<file path="src/rtl/cba_pkg.sv">
package cba_pkg;
  localparam int unsigned STAT_W = 16;

  typedef struct packed {
    logic cpu;
    logic blt;
  } gnt_t;
endpackage

</file>
<file path="src/rtl/cba_wait_ctr.sv">
module cba_wait_ctr #(
  parameter int unsigned STEAL_WAIT = 4
) (
  input  logic clk_i,
  input  logic rst_ni,
  input  logic cpu_req_i,
  input  logic cpu_gnt_i,
  output logic steal_ok_o
);
  localparam int unsigned CNT_W = $clog2(STEAL_WAIT + 1);
  localparam logic [CNT_W-1:0] LIMIT = CNT_W'(STEAL_WAIT);

  logic [CNT_W-1:0] cnt_q, eff;
  logic             pend_q;

  // a fresh access counts as its first waited slot
  assign eff        = pend_q ? cnt_q : CNT_W'(1);
  assign steal_ok_o = (eff >= LIMIT);

  always_ff @(posedge clk_i or negedge rst_ni) begin
    if (!rst_ni) begin
      cnt_q  <= '0;
      pend_q <= 1'b0;
    end else if (!cpu_req_i || cpu_gnt_i) begin
      cnt_q  <= '0;
      pend_q <= 1'b0;
    end else begin
      pend_q <= 1'b1;
      cnt_q  <= (eff >= LIMIT) ? LIMIT : eff + CNT_W'(1);
    end
  end
endmodule

</file>
<file path="src/rtl/cba_slot_grant.sv">
module cba_slot_grant
  import cba_pkg::*;
(
  input  logic cpu_req_i,
  input  logic blt_req_i,
  input  logic blt_active_i,
  input  logic blt_pri_i,
  input  logic slot_taken_i,
  input  logic steal_ok_i,
  output gnt_t gnt_o
);
  logic free, blt_want, cpu_wins;

  assign free     = !slot_taken_i;
  assign blt_want = blt_req_i && blt_active_i;
  assign cpu_wins = !blt_want || (!blt_pri_i && steal_ok_i);

  always_comb begin
    gnt_o     = '0;
    gnt_o.cpu = free && cpu_req_i && cpu_wins;
    gnt_o.blt = free && blt_want && !gnt_o.cpu;
  end
endmodule

</file>
<file path="src/rtl/cba_blit_status.sv">
module cba_blit_status
  import cba_pkg::*;
#(
  parameter int unsigned IRQ_DELAY = 4,
  parameter int unsigned BUSY_BIT  = 14,
  parameter int unsigned ZERO_BIT  = 13,
  parameter int unsigned IRQ_BIT   = 6
) (
  input  logic              clk_i,
  input  logic              rst_ni,
  input  logic              start_i,
  input  logic              done_i,
  input  logic              zero_i,
  input  logic              legacy_i,
  input  logic              blt_gnt_i,
  output logic              active_o,
  output logic [STAT_W-1:0] status_o,
  output logic [STAT_W-1:0] irq_o
);
  logic done_q, zero_q, got_q, evt, irq_bit;

  assign evt      = done_i && !done_q && !start_i;
  assign active_o = !done_q;

  always_ff @(posedge clk_i or negedge rst_ni) begin
    if (!rst_ni) begin
      done_q <= 1'b1;
      zero_q <= 1'b0;
      got_q  <= 1'b0;
    end else if (start_i) begin
      done_q <= 1'b0;
      zero_q <= 1'b0;
      got_q  <= 1'b0;
    end else begin
      if (evt) begin
        done_q <= 1'b1;
        zero_q <= zero_i;
      end
      if (blt_gnt_i) got_q <= 1'b1;
    end
  end

  generate
    if (IRQ_DELAY <= 1) begin : g_dly1
      logic dly_q;
      always_ff @(posedge clk_i or negedge rst_ni) begin
        if (!rst_ni) dly_q <= 1'b0;
        else         dly_q <= evt;
      end
      assign irq_bit = dly_q;
    end else begin : g_dlyn
      logic [IRQ_DELAY-1:0] dly_q;
      always_ff @(posedge clk_i or negedge rst_ni) begin
        if (!rst_ni) dly_q <= '0;
        else         dly_q <= {dly_q[IRQ_DELAY-2:0], evt};
      end
      assign irq_bit = dly_q[IRQ_DELAY-1];
    end
  endgenerate

  always_comb begin
    status_o           = '0;
    status_o[BUSY_BIT] = !done_q && (!legacy_i || got_q);
    status_o[ZERO_BIT] = zero_q;
    irq_o              = '0;
    irq_o[IRQ_BIT]     = irq_bit;
  end
endmodule

</file>
<file path="src/rtl/cpu_blit_arbiter.sv">
module cpu_blit_arbiter
  import cba_pkg::*;
#(
  parameter int unsigned STEAL_WAIT = 4,
  parameter int unsigned IRQ_DELAY  = 4
) (
  input  logic              clk_i,
  input  logic              rst_ni,
  input  logic              cpu_req_i,
  input  logic              blt_req_i,
  input  logic              blt_pri_i,
  input  logic              slot_taken_i,
  input  logic              blt_start_i,
  input  logic              blt_done_i,
  input  logic              blt_zero_i,
  input  logic              legacy_busy_i,
  output logic              cpu_gnt_o,
  output logic              blt_gnt_o,
  output logic [STAT_W-1:0] status_o,
  output logic [STAT_W-1:0] irq_o
);
  gnt_t gnt;
  logic steal_ok, blt_active;

  cba_wait_ctr #(.STEAL_WAIT(STEAL_WAIT)) u_wait (
    .clk_i      (clk_i),
    .rst_ni     (rst_ni),
    .cpu_req_i  (cpu_req_i),
    .cpu_gnt_i  (gnt.cpu),
    .steal_ok_o (steal_ok)
  );

  cba_slot_grant u_grant (
    .cpu_req_i    (cpu_req_i),
    .blt_req_i    (blt_req_i),
    .blt_active_i (blt_active),
    .blt_pri_i    (blt_pri_i),
    .slot_taken_i (slot_taken_i),
    .steal_ok_i   (steal_ok),
    .gnt_o        (gnt)
  );

  cba_blit_status #(.IRQ_DELAY(IRQ_DELAY)) u_stat (
    .clk_i     (clk_i),
    .rst_ni    (rst_ni),
    .start_i   (blt_start_i),
    .done_i    (blt_done_i),
    .zero_i    (blt_zero_i),
    .legacy_i  (legacy_busy_i),
    .blt_gnt_i (gnt.blt),
    .active_o  (blt_active),
    .status_o  (status_o),
    .irq_o     (irq_o)
  );

  assign cpu_gnt_o = gnt.cpu;
  assign blt_gnt_o = gnt.blt;
endmodule

</file>
<file path="config.mk">
export PLATFORM = sky130hd
export DESIGN_NAME = cpu_blit_arbiter
export DESIGN_NICKNAME = d
export VERILOG_FILES = /design/src/rtl/cba_pkg.sv /design/src/rtl/cba_wait_ctr.sv /design/src/rtl/cba_slot_grant.sv /design/src/rtl/cba_blit_status.sv /design/src/rtl/cpu_blit_arbiter.sv
export SDC_FILE = /design/constraint.sdc
export NUM_CORES = 1
export LEC_CHECK = 0
export ABC_AREA = 1
export BUFFER_PORTS_ARGS = -buffer_cell sky130_fd_sc_hd__clkbuf_2
export CAP_MARGIN = 20
export CORE_MARGIN = 3
export CORE_UTILIZATION = 37
export DETAILED_ROUTE_END_ITERATION = 12
export PLACE_DENSITY_LB_ADDON = 0.12
export SLEW_MARGIN = 40
export SYNTH_ARGS = -nofsm -noshare
export SYNTH_HDL_FRONTEND = slang
export SYNTH_SLANG_ARGS = --single-unit
</file>
<file path="constraint.sdc">
create_clock -name clk_i -period 0.9 [get_ports clk_i]
set_input_delay 0.045 -clock clk_i [delete_from_list [all_inputs] [get_ports clk_i]]
set_output_delay 0.045 -clock clk_i [all_outputs]
set_load 0.02 [all_outputs]
</file>
==> reports/qor.csv <==
stage;metric;value;unit
sta;Clock Skew;0.00307;ns
yosys;post-synthesis cell area;694;um2
worst_setup_path;startpoint types;register;
cts;# clock sinks;11;
worst_setup_path;CP Cell Sequence;nor2_2, nand2_1, nand2_2, nand2_2, inv_2, buf_8;
sta;worst hold margin;0.00323;ns
worst_setup_path;Worst Path Arrival;1.20;ns
sta;fmax;0.801;GHz
placed_design;Final Wtd Congestion;0.622;
placed_design;number of port buffers;14;
floorplanning;# rows;15;
yosys;xor-xnor portion of the synthesized cell area;0;%
drt;post-DR vias/cell;3.52;
status;status;finished, violations left;
yosys;Avg Inst Size Synth;8.47;um2
sta;post-layout minimum cycle time;1.25;ns
yosys;register area share after synthesis;39.8;%
yosys;Synth Area in Compound Gates;3.42;%
flow_run;Max Cap Violations;0;
yosys;mux cell area share after synthesis;0;%
layout;area delta synth->final;17.8;%
placed_design;placed cell areas;691;um2
global_routing;GRT Total Usage;7.78;%
layout;commonest non-fill, non-tap cell in the layout;conb_1;
power_and_ir_drop;maximum VDD drop;743;uV
yosys;synthesized-area fraction occupied by adder cells;1.80;%
power_and_ir_drop;P per Cell Area;1440;mW/mm2
cts;Clock Tree Buf Depth;2;
floorplanning;Starting Density;39.8;%
hold_path;class of the most critical hold timing path;in2reg;
drt;DR vias;468;
worst_setup_path;CP endpoint kind;output pin;
drt;DRT iter0 DRCs;1;
drt;drt pass-1 iters;2;
floorplanning;io pins;44;
global_routing;vias in the first global route;397;
worst_setup_path;CP bufs+invs;2;
cts;clk_lat worst skew;0.26;ns
worst_setup_path;crit path max fanout;3;
yosys;Mapped Cells;82;
sta;count of final setup violators;9;
yosys;simple logic cell fraction of the synthesized area;13.9;%
layout;most frequent cells in the layout;conb_1, inv_1, clkbuf_2;
cts;Clk pin slew, worst setup/hold paths;0.07;ns
layout;final instance area;818;um2
drt;Routed Antenna Nets;0;
layout;Finished Layout Cells;133;
layout;Antenna Cells;0;
sta;final hold viol count;0;
sta;crit share post-route;139;%
worst_setup_path;Worst EP required;0.85;ns
yosys;largest family of logic cells by synthesized area;buffers and inverters;
drt;DRC viols;0;
worst_setup_path;WS Path Type;reg2out;
global_routing;initial antenna violation count;0;
worst_setup_path;CP most frequent cell;nand2_2;
layout;Final nets;120;
worst_setup_path;worst stage delay on the critical path;0.54;ns
global_routing;largest net degree at the start of global routing;12;
global_routing;total grt overflow;0;
yosys;Netlist cell types;13;
floorplanning;die area;0.00243;mm2
placed_design;pre-CTS setup slack;-0.121;ns
yosys;Ys Warns;0;
cts;CTS root buffer;clkbuf_4;
sta;fin. max-slew vios;0;
sta;final worst slack;-0.348;ns
layout;share of layout cells above drive strength 1;35.2;%
drt;mean routed wirelength per cell;7.15;um
placed_design;HPWL Detailed;744;um
floorplanning;core area;0.00175;mm2
floorplanning;Die Y;49.3;um
power_and_ir_drop;Pleak;0.000502;uW
status;failing checks;negative setup slack;
yosys;flop and latch count out of synthesis;11;
cts;H-tree levels;1;
drt;final WL;951;um
cts;cts bufs inserted;3;
worst_setup_path;Slowest-stage cell, CP;dfstp_2;
worst_setup_path;critical path's top delay family;flip-flops;
global_routing;first-pass GRT wire length;1480;um
placed_design;dpl cells;121;
cts;CTS tree;done;
sta;RSZ-0062 raised after global routing;yes;
floorplanning;die width;49.3;um
sta;setup TNS;-2.30;ns
-- logic make-up after synthesis --
group	after synthesis
other	1
adders and majority gates	1
DFF	11
and+or+nand+nor	21
buffers and inverters	44
AOI/OAI and AO/OA	4
-- layer usage --
metal	vias to the layer above	part of all wire, %	track usage (%)
met2	21	48	12.1
met4	0	0	4.27
met5	-	0	0
met1	211	42	9.87
met3	0	10	1.83
li1	236	-	-
-- final timing paths --
kind | end | slack (ns) | from | cells past startpoint
worst max-delay path | blt_gnt_o | -0.35 | u_stat.done_q | 6
worst min-delay path | u_stat.done_q | 0.003 | blt_done_i | 3
worst max register to register | u_wait.cnt_q[2] | -0.30 | u_stat.done_q | 7
worst min register to register | u_stat.g_dlyn.dly_q[2] | 0.35 | u_stat.g_dlyn.dly_q[1] | 0
max in group asynchronous | u_stat.done_q | 0.44 | rst_ni | 2
min in group asynchronous | u_stat.g_dlyn.dly_q[0] | 0.18 | rst_ni | 2
-- flip-flops by register name (all words and copies together) (netlist names) --
name / flops
u_stat.g_dlyn.dly_q: 4
u_stat.done_q: 1
u_wait.cnt_q: 3
u_stat.zero_q: 1
u_wait.pend_q: 1
u_stat.got_q: 1
-- final cells by class --
cell class,instances,area (um2)
Sequential cell,11,277
Multi-Input combinational cell,55,255
Clock inverter,1,5.00
Inverter,13,48.8
Clock buffer,3,22.5
Tap cell,25,31.3
Fill cell,185,927
Timing Repair Buffer,25,179
-- report_power, final --
group	switching [uW]	internal, uW
logic	212	97.3
clock network	163	164
registers	10.8	528
total	386	789
-- metrics by stage --
stage | power, uW | util, %
final | 1180 | 46.9
after global routing | 1250 | 46.9
after CTS | 1180 | 45.9
after detailed placement | 806 | 39.6
after global placement | 805 | 39.6
after floorplan | 841 | -
-- worst register-to-register path, cell delays in order, from the launching register on --
cell and delay [ns]:
dfstp_2 0.54, nor2_2 0.04, nand2_1 0.07, nand2_2 0.07, buf_4 0.13, buf_4 0.13
nand2_4 0.07, nor2_1 0.05
-- timing repair --
item	in CTS	in global routing
hold buffers	3	0
pin swaps	3	3
endpoints found under the setup margin	9	11
gates resized for setup	7	5
buffers inserted	4	1
hold endpoints to repair	14	0
-- cell usage after synthesis --
cell type / number / area, um2
buf_4: 31 / 233
inv_1: 13 / 48.8
dfrtp_1: 10 / 250
nand2_1: 8 / 30.0
nand3_1: 4 / 20.0
nor2_1: 4 / 15.0
a21oi_1: 3 / 15.0
nand2_2: 3 / 18.8
nor2_2: 2 / 12.5
a21oi_2: 1 / 8.76
conb_1: 1 / 3.75
dfstp_2: 1 / 26.3
ha_1: 1 / 12.5
Power figures use the tool's default switching activity.
